**src/rtl/dbg_match_pkg.sv**
```systemverilog
package dbg_match_pkg;

   localparam int CTRL_W  = 32;
   localparam int VAL_W   = 64;
   localparam int CTX_W   = 32;
   localparam int LBN_W   = 4;
   localparam int LBN_SPAN = 1 << LBN_W;
   localparam logic [3:0] KIND_CTX_MATCH = 4'd3;

   typedef enum logic [1:0] {
      LVL0 = 2'd0,
      LVL1 = 2'd1,
      LVL2 = 2'd2,
      LVL3 = 2'd3
   } dbg_lvl_e;

   typedef struct packed {
      logic             en;
      logic [1:0]       priv_ctl;
      logic             hyp_ok;
      logic [1:0]       sec_ctl;
      logic [LBN_W-1:0] link_no;
      logic [3:0]       kind;
   } slot_ctrl_t;

   function automatic slot_ctrl_t decode_ctrl(input logic [CTRL_W-1:0] w);
      slot_ctrl_t c;
      c.en       = w[0];
      c.priv_ctl = w[2:1];
      c.hyp_ok   = w[13];
      c.sec_ctl  = w[15:14];
      c.link_no  = w[19:16];
      c.kind     = w[23:20];
      return c;
   endfunction

endpackage

```
**src/rtl/dbg_ctx_check.sv**
```systemverilog
module dbg_ctx_check
   import dbg_match_pkg::*;
#(
   parameter bit CTX_AWARE = 1'b1
) (
   input  logic             en,
   input  logic [3:0]       kind,
   input  logic [CTX_W-1:0] cmp_val,
   input  logic [1:0]       cur_el,
   input  logic [CTX_W-1:0] ctx_id,
   output logic             pass
);

   generate
      if (CTX_AWARE) begin : g_aware
         logic low_level;
         assign low_level = (cur_el == LVL0) || (cur_el == LVL1);
         assign pass = en && (kind == KIND_CTX_MATCH) && low_level && (ctx_id == cmp_val);
      end else begin : g_plain
         logic unused_in;
         assign unused_in = ^{en, kind, cmp_val, cur_el, ctx_id};
         assign pass = 1'b0;
      end
   endgenerate

endmodule

```
**src/rtl/dbg_slot_qual.sv**
```systemverilog
module dbg_slot_qual
   import dbg_match_pkg::*;
(
   input  slot_ctrl_t ctrl,
   input  logic       addr_hit,
   input  logic       secure,
   input  logic [1:0] lvl,
   input  logic       link_pass,
   output logic       match
);

   logic sec_ok;
   logic lvl_ok;
   logic link_ok;

   always_comb begin
      unique case (ctrl.sec_ctl)
         2'd0:    sec_ok = 1'b1;
         2'd2:    sec_ok = secure;
         default: sec_ok = !secure;
      endcase
   end

   always_comb begin
      unique case (dbg_lvl_e'(lvl))
         LVL0:    lvl_ok = ctrl.priv_ctl[1];
         LVL1:    lvl_ok = ctrl.priv_ctl[0];
         default: lvl_ok = ctrl.hyp_ok;
      endcase
   end

   assign link_ok = !ctrl.kind[0] || link_pass;
   assign match   = ctrl.en && addr_hit && sec_ok && lvl_ok && link_ok;

endmodule

```
**src/rtl/dbg_prio_pick.sv**
```systemverilog
module dbg_prio_pick #(
   parameter int N     = 4,
   parameter int IDX_W = 2
) (
   input  logic [N-1:0]     req,
   output logic             any,
   output logic [IDX_W-1:0] idx
);

   always_comb begin
      any = |req;
      idx = '0;
      for (int k = N - 1; k >= 0; k--) begin
         if (req[k]) idx = IDX_W'(k);
      end
   end

endmodule

```
**src/rtl/dbg_slot_matcher.sv**
```systemverilog
module dbg_slot_matcher
   import dbg_match_pkg::*;
#(
   parameter int NUM_BP  = 6,
   parameter int NUM_CTX = 2,
   parameter int NUM_WP  = 4,
   parameter int PC_W    = 48,
   localparam int MAXS      = (NUM_BP > NUM_WP) ? NUM_BP : NUM_WP,
   localparam int IDX_W     = (MAXS > 1) ? $clog2(MAXS) : 1,
   localparam int FIRST_CTX = NUM_BP - NUM_CTX
) (
   input  logic                     clk,
   input  logic                     rst_n,
   input  logic                     acc_valid,
   input  logic                     acc_is_data,
   input  logic [PC_W-1:0]          acc_pc,
   input  logic                     acc_unpriv,
   input  logic [NUM_WP-1:0]        wp_hit,
   input  logic [1:0]               cur_el,
   input  logic                     secure,
   input  logic [CTX_W-1:0]         ctx_id,
   input  logic                     mon_dbg_en,
   input  logic                     dbg_exc_ok,
   input  logic [CTRL_W*NUM_BP-1:0] bp_ctrl,
   input  logic [VAL_W*NUM_BP-1:0]  bp_value,
   input  logic [CTRL_W*NUM_WP-1:0] wp_ctrl,
   output logic                     fire,
   output logic [IDX_W-1:0]         fire_idx
);

   generate
      if (NUM_BP < 1 || NUM_BP > LBN_SPAN) begin : g_bad_bp
         $error("NUM_BP must lie in 1..16");
      end
      if (NUM_CTX < 0 || NUM_CTX > NUM_BP) begin : g_bad_ctx
         $error("NUM_CTX must lie in 0..NUM_BP");
      end
      if (NUM_WP < 1) begin : g_bad_wp
         $error("NUM_WP must be at least 1");
      end
      if (PC_W < 1 || PC_W > VAL_W) begin : g_bad_pc
         $error("PC_W must lie in 1..64");
      end
   endgenerate

   logic unused_sink;
   assign unused_sink = ^{bp_ctrl, bp_value, wp_ctrl};

   logic                dbg_go;
   logic [1:0]          wp_lvl;
   logic [NUM_BP-1:0]   ctx_pass;
   logic [LBN_SPAN-1:0] ctx_ext;
   logic [NUM_BP-1:0]   bp_match;
   logic [NUM_WP-1:0]   wp_match;
   logic [MAXS-1:0]     bank_req;
   logic                pick_any;
   logic [IDX_W-1:0]    pick_idx;

   assign dbg_go = mon_dbg_en && dbg_exc_ok;
   assign wp_lvl = acc_unpriv ? 2'(LVL0) : cur_el;

   // Context check of every breakpoint slot, usable as a link target
   for (genvar j = 0; j < NUM_BP; j++) begin : g_ctx
      slot_ctrl_t cc;
      assign cc = decode_ctrl(bp_ctrl[j*CTRL_W +: CTRL_W]);
      dbg_ctx_check #(.CTX_AWARE(j >= FIRST_CTX)) u_ctx (
         .en      (cc.en),
         .kind    (cc.kind),
         .cmp_val (bp_value[j*VAL_W +: CTX_W]),
         .cur_el  (cur_el),
         .ctx_id  (ctx_id),
         .pass    (ctx_pass[j])
      );
   end

   // Link numbers past the implemented slots land on zero padding
   assign ctx_ext = LBN_SPAN'(ctx_pass);

   for (genvar j = 0; j < NUM_BP; j++) begin : g_bp
      slot_ctrl_t bc;
      logic       hit;
      assign bc  = decode_ctrl(bp_ctrl[j*CTRL_W +: CTRL_W]);
      assign hit = (bp_value[j*VAL_W +: PC_W] == acc_pc);
      dbg_slot_qual u_qual (
         .ctrl      (bc),
         .addr_hit  (hit),
         .secure    (secure),
         .lvl       (cur_el),
         .link_pass (ctx_ext[bc.link_no]),
         .match     (bp_match[j])
      );
   end

   for (genvar j = 0; j < NUM_WP; j++) begin : g_wp
      slot_ctrl_t wc;
      assign wc = decode_ctrl(wp_ctrl[j*CTRL_W +: CTRL_W]);
      dbg_slot_qual u_qual (
         .ctrl      (wc),
         .addr_hit  (wp_hit[j]),
         .secure    (secure),
         .lvl       (wp_lvl),
         .link_pass (ctx_ext[wc.link_no]),
         .match     (wp_match[j])
      );
   end

   assign bank_req = acc_is_data ? MAXS'(wp_match) : MAXS'(bp_match);

   dbg_prio_pick #(.N(MAXS), .IDX_W(IDX_W)) u_pick (
      .req (bank_req),
      .any (pick_any),
      .idx (pick_idx)
   );

   always_ff @(posedge clk) begin
      if (!rst_n) begin
         fire     <= 1'b0;
         fire_idx <= '0;
      end else if (acc_valid && dbg_go && pick_any) begin
         fire     <= 1'b1;
         fire_idx <= pick_idx;
      end else begin
         fire     <= 1'b0;
         fire_idx <= '0;
      end
   end

   // no strobe, no fire in the following cycle
   p_quiet_no_strobe_r2: assert property (@(posedge clk) disable iff (!rst_n)
      !acc_valid |=> !fire);

   // a data access without any watchpoint hit cannot fire
   p_wp_needs_hit_r3: assert property (@(posedge clk) disable iff (!rst_n)
      (acc_valid && acc_is_data && (wp_hit == '0)) |=> !fire);

   // closed debug gate suppresses firing
   p_gate_closed_r9: assert property (@(posedge clk) disable iff (!rst_n)
      !(mon_dbg_en && dbg_exc_ok) |=> !fire);

   // index is zero while idle
   p_idx_zero_idle_r10: assert property (@(posedge clk) disable iff (!rst_n)
      !fire |-> (fire_idx == '0));

   // the reported index lies inside the bank that was accessed
   p_idx_in_bank_r10: assert property (@(posedge clk) disable iff (!rst_n)
      fire |-> (32'(fire_idx) < ($past(acc_is_data) ? NUM_WP : NUM_BP)));

endmodule

```
**config.mk**
```make
export PLATFORM = sky130hd
export DESIGN_NAME = dbg_slot_matcher
export DESIGN_NICKNAME = d
export VERILOG_FILES = /design/src/rtl/dbg_match_pkg.sv /design/src/rtl/dbg_ctx_check.sv /design/src/rtl/dbg_slot_qual.sv /design/src/rtl/dbg_prio_pick.sv /design/src/rtl/dbg_slot_matcher.sv
export SDC_FILE = /design/constraint.sdc
export NUM_CORES = 1
export LEC_CHECK = 0
export BUFFER_PORTS_ARGS = -buffer_cell sky130_fd_sc_hd__buf_2
export CAP_MARGIN = 20
export CORE_AREA = 2 2 314 316
export DETAILED_ROUTE_END_ITERATION = 10
export DIE_AREA = 0 0 316 318
export GPL_ROUTABILITY_DRIVEN = 0
export HOLD_SLACK_MARGIN = 0.1
export MAX_ROUTING_LAYER = met4
export PLACE_DENSITY = 0.3
export SETUP_SLACK_MARGIN = 0.5
export SYNTH_ARGS = -nofsm -noshare
export SYNTH_HDL_FRONTEND = slang
export SYNTH_SLANG_ARGS = --single-unit
```
**constraint.sdc**
```tcl
create_clock -name clk -period 3 [get_ports clk]
set_input_delay 0.15 -clock clk [delete_from_list [all_inputs] [get_ports clk]]
set_output_delay 0.15 -clock clk [all_outputs]
set_load 0.005 [all_outputs]
```
# After elaboration in Yosys (flattened, before gate mapping)
# Index checks and enable logic that the tools add are counted.
[totals]
ff_bits = 4
latch_bits = 0
ramBits = 0
mem_bits_ro = 0
in_bits = 798
output_inout_bits = 4
wordCells = 173
mem_count = 0
[op_classes]
add_sub_neg = 0
multipliers = 0
div = 0
magnitude_cmp = 10
n_eq_ne = 22
shift = 0
muxes = 48
bitwise_logic = 2
reduce_logical = 87
[ops]
columns = ["cell", "count"]
rows = [
  ["== test 48 bit", 6],
  ["== test 32 bit", 2],
  ["< comparator 4 x 5 -> 1 bit (second input constant)", 10],
  ["logical AND 1 bit", 49],
  ["binary-select mux 1 bit (select 4 bit)", 10],
  ["case mux 1 bit (2 select lines)", 20],
  ["logical NOT 2 bit", 12],
  ["== test 2 bit (second input constant)", 10],
  ["2-to-1 mux 1 bit", 12],
  ["OR reduction 6 bit", 2],
  ["logical NOT 1 bit", 11],
  ["logical OR 1 bit", 11],
  ["== test 4 x 2 -> 1 bit (second input constant)", 2],
  ["2-to-1 mux 2 bit", 3],
  ["2-to-1 mux 3 bit", 2],
  ["2-to-1 mux 6 bit", 1],
  ["== test 2 x 1 -> 1 bit (second input constant)", 2],
  ["OR reduction 4 bit", 1],
  ["OR reduction 3 bit", 1],
  ["NOT 1 bit", 2],
]

# Depth between registers and ports, before layout
[logic_depth]
ltp_word = 14
depth_mapped = 11
depth_no_buf = 9

# Cells and area by module
# A second synthesis with hierarchy kept.
[hier_totals]
hier_cells = 690
area_unflattened_um2 = 5696.7
[modules_own_cells]
columns = ["module", "n_inst", "cells_per_inst", "area_per_inst_um2", "seq_area_each_um2"]
rows = [
  ["dbg_slot_matcher", 1, 502, 4310.4, 80.1],
  ["dbg_ctx_check (g_ctx[4].u_ctx ...)", 2, 45, 381.6, 0.0],
  ["dbg_slot_qual", 10, 8, 52.6, 0.0],
  ["dbg_prio_pick", 1, 10, 52.6, 0.0],
  ["dbg_ctx_check (g_ctx[0].u_ctx ...)", 4, 2, 11.3, 0.0],
]

# Worst setup path after synthesis
# No wires, ideal clock.
[synth_timing]
kind = "input-to-reg"
from = "input cur_el[1]"
to = "register fire_idx[0]"
setup_ps = 60
t_arrival_ps = 2047
required_ps = 2940
path_slack_ps = 893
stages = 10
path_buffers = 1
cell_sequence = "buf_2 -> nor2_1 -> o2111ai_1 -> or4_1 -> or4_1 -> a31oi_1 -> a211oi_1 -> o211a_2 -> a31oi_4 -> and3b_1"
[synth_via]
elab_chain_len = 14
word_cells_on_any_way = 80
cone_classes = "2 x eq/ne; 37 x mux; 1 x bitwise; 40 x reduce/logical"
[synth_rtl]
columns = ["item", "line_no", "source"]
rows = [
  ["start, declared", "dbg_slot_matcher.sv:19", "input logic [1:0] cur_el,"],
  ["== test 2 x 1 -> 1 bit / logical NOT 2 bit (equally long branches)", "dbg_ctx_check.sv:17, dbg_slot_qual.sv:25", ""],
  ["logical OR 1 bit", "dbg_ctx_check.sv:17", "assign low_level = (cur_el == LVL0) || (cur_el == LVL1);"],
  ["logical AND 1 bit (2 in a row)", "dbg_ctx_check.sv:18", "assign pass = en && (kind == KIND_CTX_MATCH) && low_level && (ctx_id == cmp_val);"],
  ["binary-select mux 1 bit (select 4 bit)", "dbg_slot_matcher.sv:89", ".link_pass (ctx_ext[bc.link_no]),"],
  ["2-to-1 mux 1 bit (implied by the code)", "dbg_slot_matcher.sv:89", ""],
  ["logical OR 1 bit", "dbg_slot_qual.sv:32", "assign link_ok = !ctrl.kind[0] || link_pass;"],
  ["logical AND 1 bit", "dbg_slot_qual.sv:33", "assign match = ctrl.en && addr_hit && sec_ok && lvl_ok && link_ok;"],
  ["2-to-1 mux 6 bit (*)", "dbg_slot_matcher.sv:107", "assign bank_req = acc_is_data ? MAXS'(wp_match) : MAXS'(bp_match);"],
  ["2-to-1 mux 3 bit (2 in a row)", "dbg_prio_pick.sv:14", "if (req[k]) idx = IDX_W'(k);"],
  ["2-to-1 mux 2 bit (2 in a row)", "dbg_prio_pick.sv:14", ""],
  ["2-to-1 mux 1 bit", "dbg_prio_pick.sv:14", ""],
  ["end signal, assigned", "dbg_slot_matcher.sv:121", "fire_idx <= pick_idx;"],
  ["end, declared", "dbg_slot_matcher.sv:28", "output logic [IDX_W-1:0] fire_idx"],
]
# Mark *: on every way between the ends. The rest lies on a longest branch, timed or not. The select of a mux whose other input is x is not followed.
# A chain may end at the register's enable or synchronous reset.

# Worst setup path after layout
[layout_timing]
from = "input acc_pc[23]"
to = "register fire_idx[0]"
[layout_via]
elab_chain_len = 11
word_cells_on_any_way = 40
cone_classes = "6 x eq/ne; 6 x mux; 1 x bitwise; 27 x reduce/logical"
[layout_rtl]
columns = ["item", "line_no", "source"]
rows = [
  ["start, declared", "dbg_slot_matcher.sv:16", "input logic [PC_W-1:0] acc_pc,"],
  ["== test 48 bit", "dbg_slot_matcher.sv:83", "assign hit = (bp_value[j*VAL_W +: PC_W] == acc_pc);"],
  ["logical AND 1 bit (4 in a row)", "dbg_slot_qual.sv:33", ""],
  ["2-to-1 mux 6 bit (*)", "dbg_slot_matcher.sv:107", ""],
  ["2-to-1 mux 3 bit (2 in a row)", "dbg_prio_pick.sv:14", ""],
  ["2-to-1 mux 2 bit (2 in a row)", "dbg_prio_pick.sv:14", ""],
  ["2-to-1 mux 1 bit", "dbg_prio_pick.sv:14", ""],
]
# Mark *: on every way between the ends. The rest lies on a longest branch, timed or not.

==> results.yml <==
route:
  detailedRoute.firstPassIterationCount: 5
  ant_nets: 0
  vias_per_cell: 3.11
  avgRoutedWirePerCell_um: 28.2
  dr_total_vias: 8245
  detail_route.drc_violations: 0
  detail_route.iter0.violations: 313
  totalWireLength_mm: 74.8
cts:
  cts_tree: "done"
  cts_buffers: 3
  cts_root_buffer: "sky130_fd_sc_hd__clkbuf_16"
  cts.clk_slew.worst_paths_ps: 30
  cts_htree_levels: 1
  cts_max_path_buffers: 2
  cts_hold_repair.buffers: 0
  clock-sinks: 4
timing:
  report.final.hold_viol_count: 0
  timing.final.setup_violations: 0
  timing.final.crit_period_ps: 2470
  setup_repair_after_global_routing_missed_its_margin: "true"
  slew_headroom_pct: 23.0
  fmax_mhz: 404
  setup_ws_ps: 527
  timing_worst_slew_pin_value_ps: 1140
  final_min_period_over_clock_period_pct: 82.4
  slew_violations: 0
cells_and_area:
  post_route_cells_drive_above_1_share_pct: 53.5
  final_core_utilization_pct: 11.4
  layout-area-overhead-vs-synth_pct: 108
  finalNonFillerCells: 2651
  finish.net_count: 2145
  fill_cells: 11400
yosys:
  synth.distinct_cells: 50
  post-synth-top-area-fraction_pct: 31.2
  share_of_synthesized_area_occupied_by_flip_flops_and_latches_pct: 1.49
  postSynth.topFlopCell: "sky130_fd_sc_hd__dfxtp_1"
  async_flop_share_pct: 0
  edff_count_synth: 0
  syn_avg_cell_area_um2: 7.15
  yosys_warnings: 0
  syn_inst: 751
  post_synthesis_instance_area_mm2: 0.00537
  number_of_nets_in_the_synthesized_netlist: 1549
  leading_area_contributor_after_synthesis: "sky130_fd_sc_hd__xor2_1"
  synthesized_flop_and_latch_total: 4
  yosys-top-cells-area: "sky130_fd_sc_hd__xor2_1 (31%), sky130_fd_sc_hd__xnor2_1 (19%), sky130_fd_sc_hd__nor4_1 (9.2%)"
die:
  num_io_pins: 802
  die_h_um: 318
  floorplan.initialDensity_pct: 5.51
  chipWidth_um: 316
  placementRows: 115
  fp.dieArea_mm2: 0.100
  floorplan.core_area_mm2: 0.0974
setup_path:
  cp-startpoint: "acc_pc[23]"
  critical_path_cell_sequence: "buf_2 > nor2b_1 > a2111oi_2 > nand4b_1 > buf_6 > nor4_4 > nand4_1 > o221ai_2 > buf_6 > a211oi_4 > a31oi_4 > and3b_1"
  end_kind: "flop"
  worst_path_most_repeated_cell: "sky130_fd_sc_hd__buf_6"
  crit_family: "simple AND/OR/NAND/NOR gates"
  class_of_the_most_critical_setup_path: "primary input to flop"
  worst-endpoint-required_ps: 3170
  worst_path_largest_cell_delay_ps: 380
  cp.arrival_ps: 2640
  path_depth: 12
  critical_path.n_buffers_inverters: 3
  timing.critical_path.slowest_stage_cell: "sky130_fd_sc_hd__a2111oi_2"
  worst-path-max-fanout: 5
  worstSetupStartpointType: "primary input"
  endpoint: "fire_idx[0]"
global_routing:
  grt_util_all_layers_pct: 14.7
  overflow: 0
  vias_in_the_first_global_route: 8981
  antenna_found_initial: 46
  grt_first_pass_wirelength_mm: 91.4
  maximum_number_of_pins_on_one_net_before_global_route_repair: 14
run:
  drv.max_cap_violation_count: 0
placement:
  port_buffers: 501
  numPlacedInstances: 2627
  post-place-ws_ps: -377
  place.detailed.hpwl_mm: 70.7
power_and_ir_drop:
  worst_vdd_drop_uv: 154
  cellPowerDensity_mw_per_mm2: 166
  p_leak_nw: 4.66
worst_hold_path:
  hold_path.startpoint: "dbg_exc_ok"
  min_path_type: "primary input to flop"
run_status:
  run_status: "finished clean"
[placed cells by master, fill, tap and decap left out, types with 5 or more instances in the layout]
cell,synthesis,routed
sky130_fd_sc_hd__buf_2,12,486
sky130_fd_sc_hd__xor2_1,191,183
sky130_fd_sc_hd__buf_4,0,134
sky130_fd_sc_hd__xnor2_1,119,119
sky130_fd_sc_hd__nor4_1,79,50
sky130_fd_sc_hd__nand4_1,50,50
sky130_fd_sc_hd__inv_1,46,45
sky130_fd_sc_hd__nor2_1,31,30
sky130_fd_sc_hd__nor4_2,0,23
sky130_fd_sc_hd__diode_2,0,19
sky130_fd_sc_hd__nand2_1,19,19
sky130_fd_sc_hd__o22ai_1,13,13
sky130_fd_sc_hd__buf_6,0,12
sky130_fd_sc_hd__nand3_1,12,11
sky130_fd_sc_hd__buf_12,0,10
sky130_fd_sc_hd__mux2i_1,9,9
sky130_fd_sc_hd__nand2b_1,10,9
sky130_fd_sc_hd__xor2_2,0,8
sky130_fd_sc_hd__nor2b_1,9,8
sky130_fd_sc_hd__a21oi_1,10,8
sky130_fd_sc_hd__o211ai_1,8,8
sky130_fd_sc_hd__nor4_4,0,6
sky130_fd_sc_hd__a221oi_1,7,6
sky130_fd_sc_hd__nand4b_1,5,5
sky130_fd_sc_hd__nor3_2,3,5
sky130_fd_sc_hd__o2bb2ai_1,5,5
[sequential cells by signal (all words and copies together), names as in the netlist]
signal / count
fire: 1
fire_idx: 3
[worst min-delay path, stage by stage]
cell	delay, ps
sky130_fd_sc_hd__buf_2	90
sky130_fd_sc_hd__nand4_1	130
sky130_fd_sc_hd__a31oi_4	50
sky130_fd_sc_hd__buf_6	110
[cell usage after synthesis (9+ instances only)]
| master | count |
|---|---|
| sky130_fd_sc_hd__xnor2_1 | 119 |
| sky130_fd_sc_hd__clkbuf_1 | 41 |
| sky130_fd_sc_hd__xor2_1 | 191 |
| sky130_fd_sc_hd__nor2_1 | 31 |
| sky130_fd_sc_hd__nand2b_1 | 10 |
| sky130_fd_sc_hd__a21oi_1 | 10 |
| sky130_fd_sc_hd__nand4_1 | 50 |
| sky130_fd_sc_hd__buf_2 | 12 |
| sky130_fd_sc_hd__o22ai_1 | 13 |
| sky130_fd_sc_hd__inv_1 | 46 |
| sky130_fd_sc_hd__nor2b_1 | 9 |
| sky130_fd_sc_hd__nand2_1 | 19 |
| sky130_fd_sc_hd__nor4_1 | 79 |
| sky130_fd_sc_hd__nand3_1 | 12 |
| sky130_fd_sc_hd__mux2i_1 | 9 |
[report_power, final]
group	total, mW	internal, mW	switching, mW	leakage [nW]
registers	0.0538	0.0537	0.0000333	0.0322
clock network	0.208	0.170	0.0378	0.0371
logic	1.59	0.667	0.920	4.59
[layout make-up]
type	instances	area, um2	share of cell area (%)
sequential	4	80.1	0.718
antenna	19	47.5	0.427
tap	1287	1610	14.4
inverter	46	173	1.55
multi-input combinational	647	5370	48.1
clock buffer	3	75.1	0.673
timing repair buffer	645	3800	34.1
[per-layer routing]
metal	global-route usage (%)	part of all wire (%)	wire length [um]
met4	1.86	1.6	1210
met1	19.6	47	34900
met3	2.88	7.0	5240
met2	23.4	45	33500
met5	-	0	0
[what timing repair did]
| action | in CTS | in global routing |
|---|---|---|
| buffers inserted | 2 | 0 |
| pin swaps | 14 | 11 |
| resized for setup | 72 | 39 |
| setup endpoints to repair | 4 | 4 |
[cell families (layout without fill, tap and decap cells)]
kind of cell | Yosys count | after routing | share of synthesized area (%)
buf+inv | 100 | 694 | 7.27
simple gates | 237 | 237 | 25.8
other cells | 0 | 19 | 0
flops | 4 | 4 | 1.49
mux | 10 | 10 | 1.89
xor+xnor | 310 | 310 | 50.6
compound gates | 90 | 90 | 12.9
[worst min-delay path by stage]
stage,end,cells after the start
after floorplan,fire,2
after global placement,fire,3
after detailed placement,fire,3
after CTS,fire,4
after global routing,fire,4
final,fire,4
[metrics by stage]
step / TNS (ps) / power (mW) / hold WS [ps] / cell area, um2
2_1_floorplan: 0 / 0.593 / 349 / 5370
3_3_place_gp: -813 / 1.62 / 481 / 10500
3_5_place_dp: -960 / 1.61 / 486 / 10500
4_1_cts: 0 / 1.88 / 367 / 10900
5_1_grt: 0 / 1.98 / 381 / 11100
6_report: 0 / 1.85 / 353 / 11100
No activity file was read; power rests on OpenSTA's default activity.
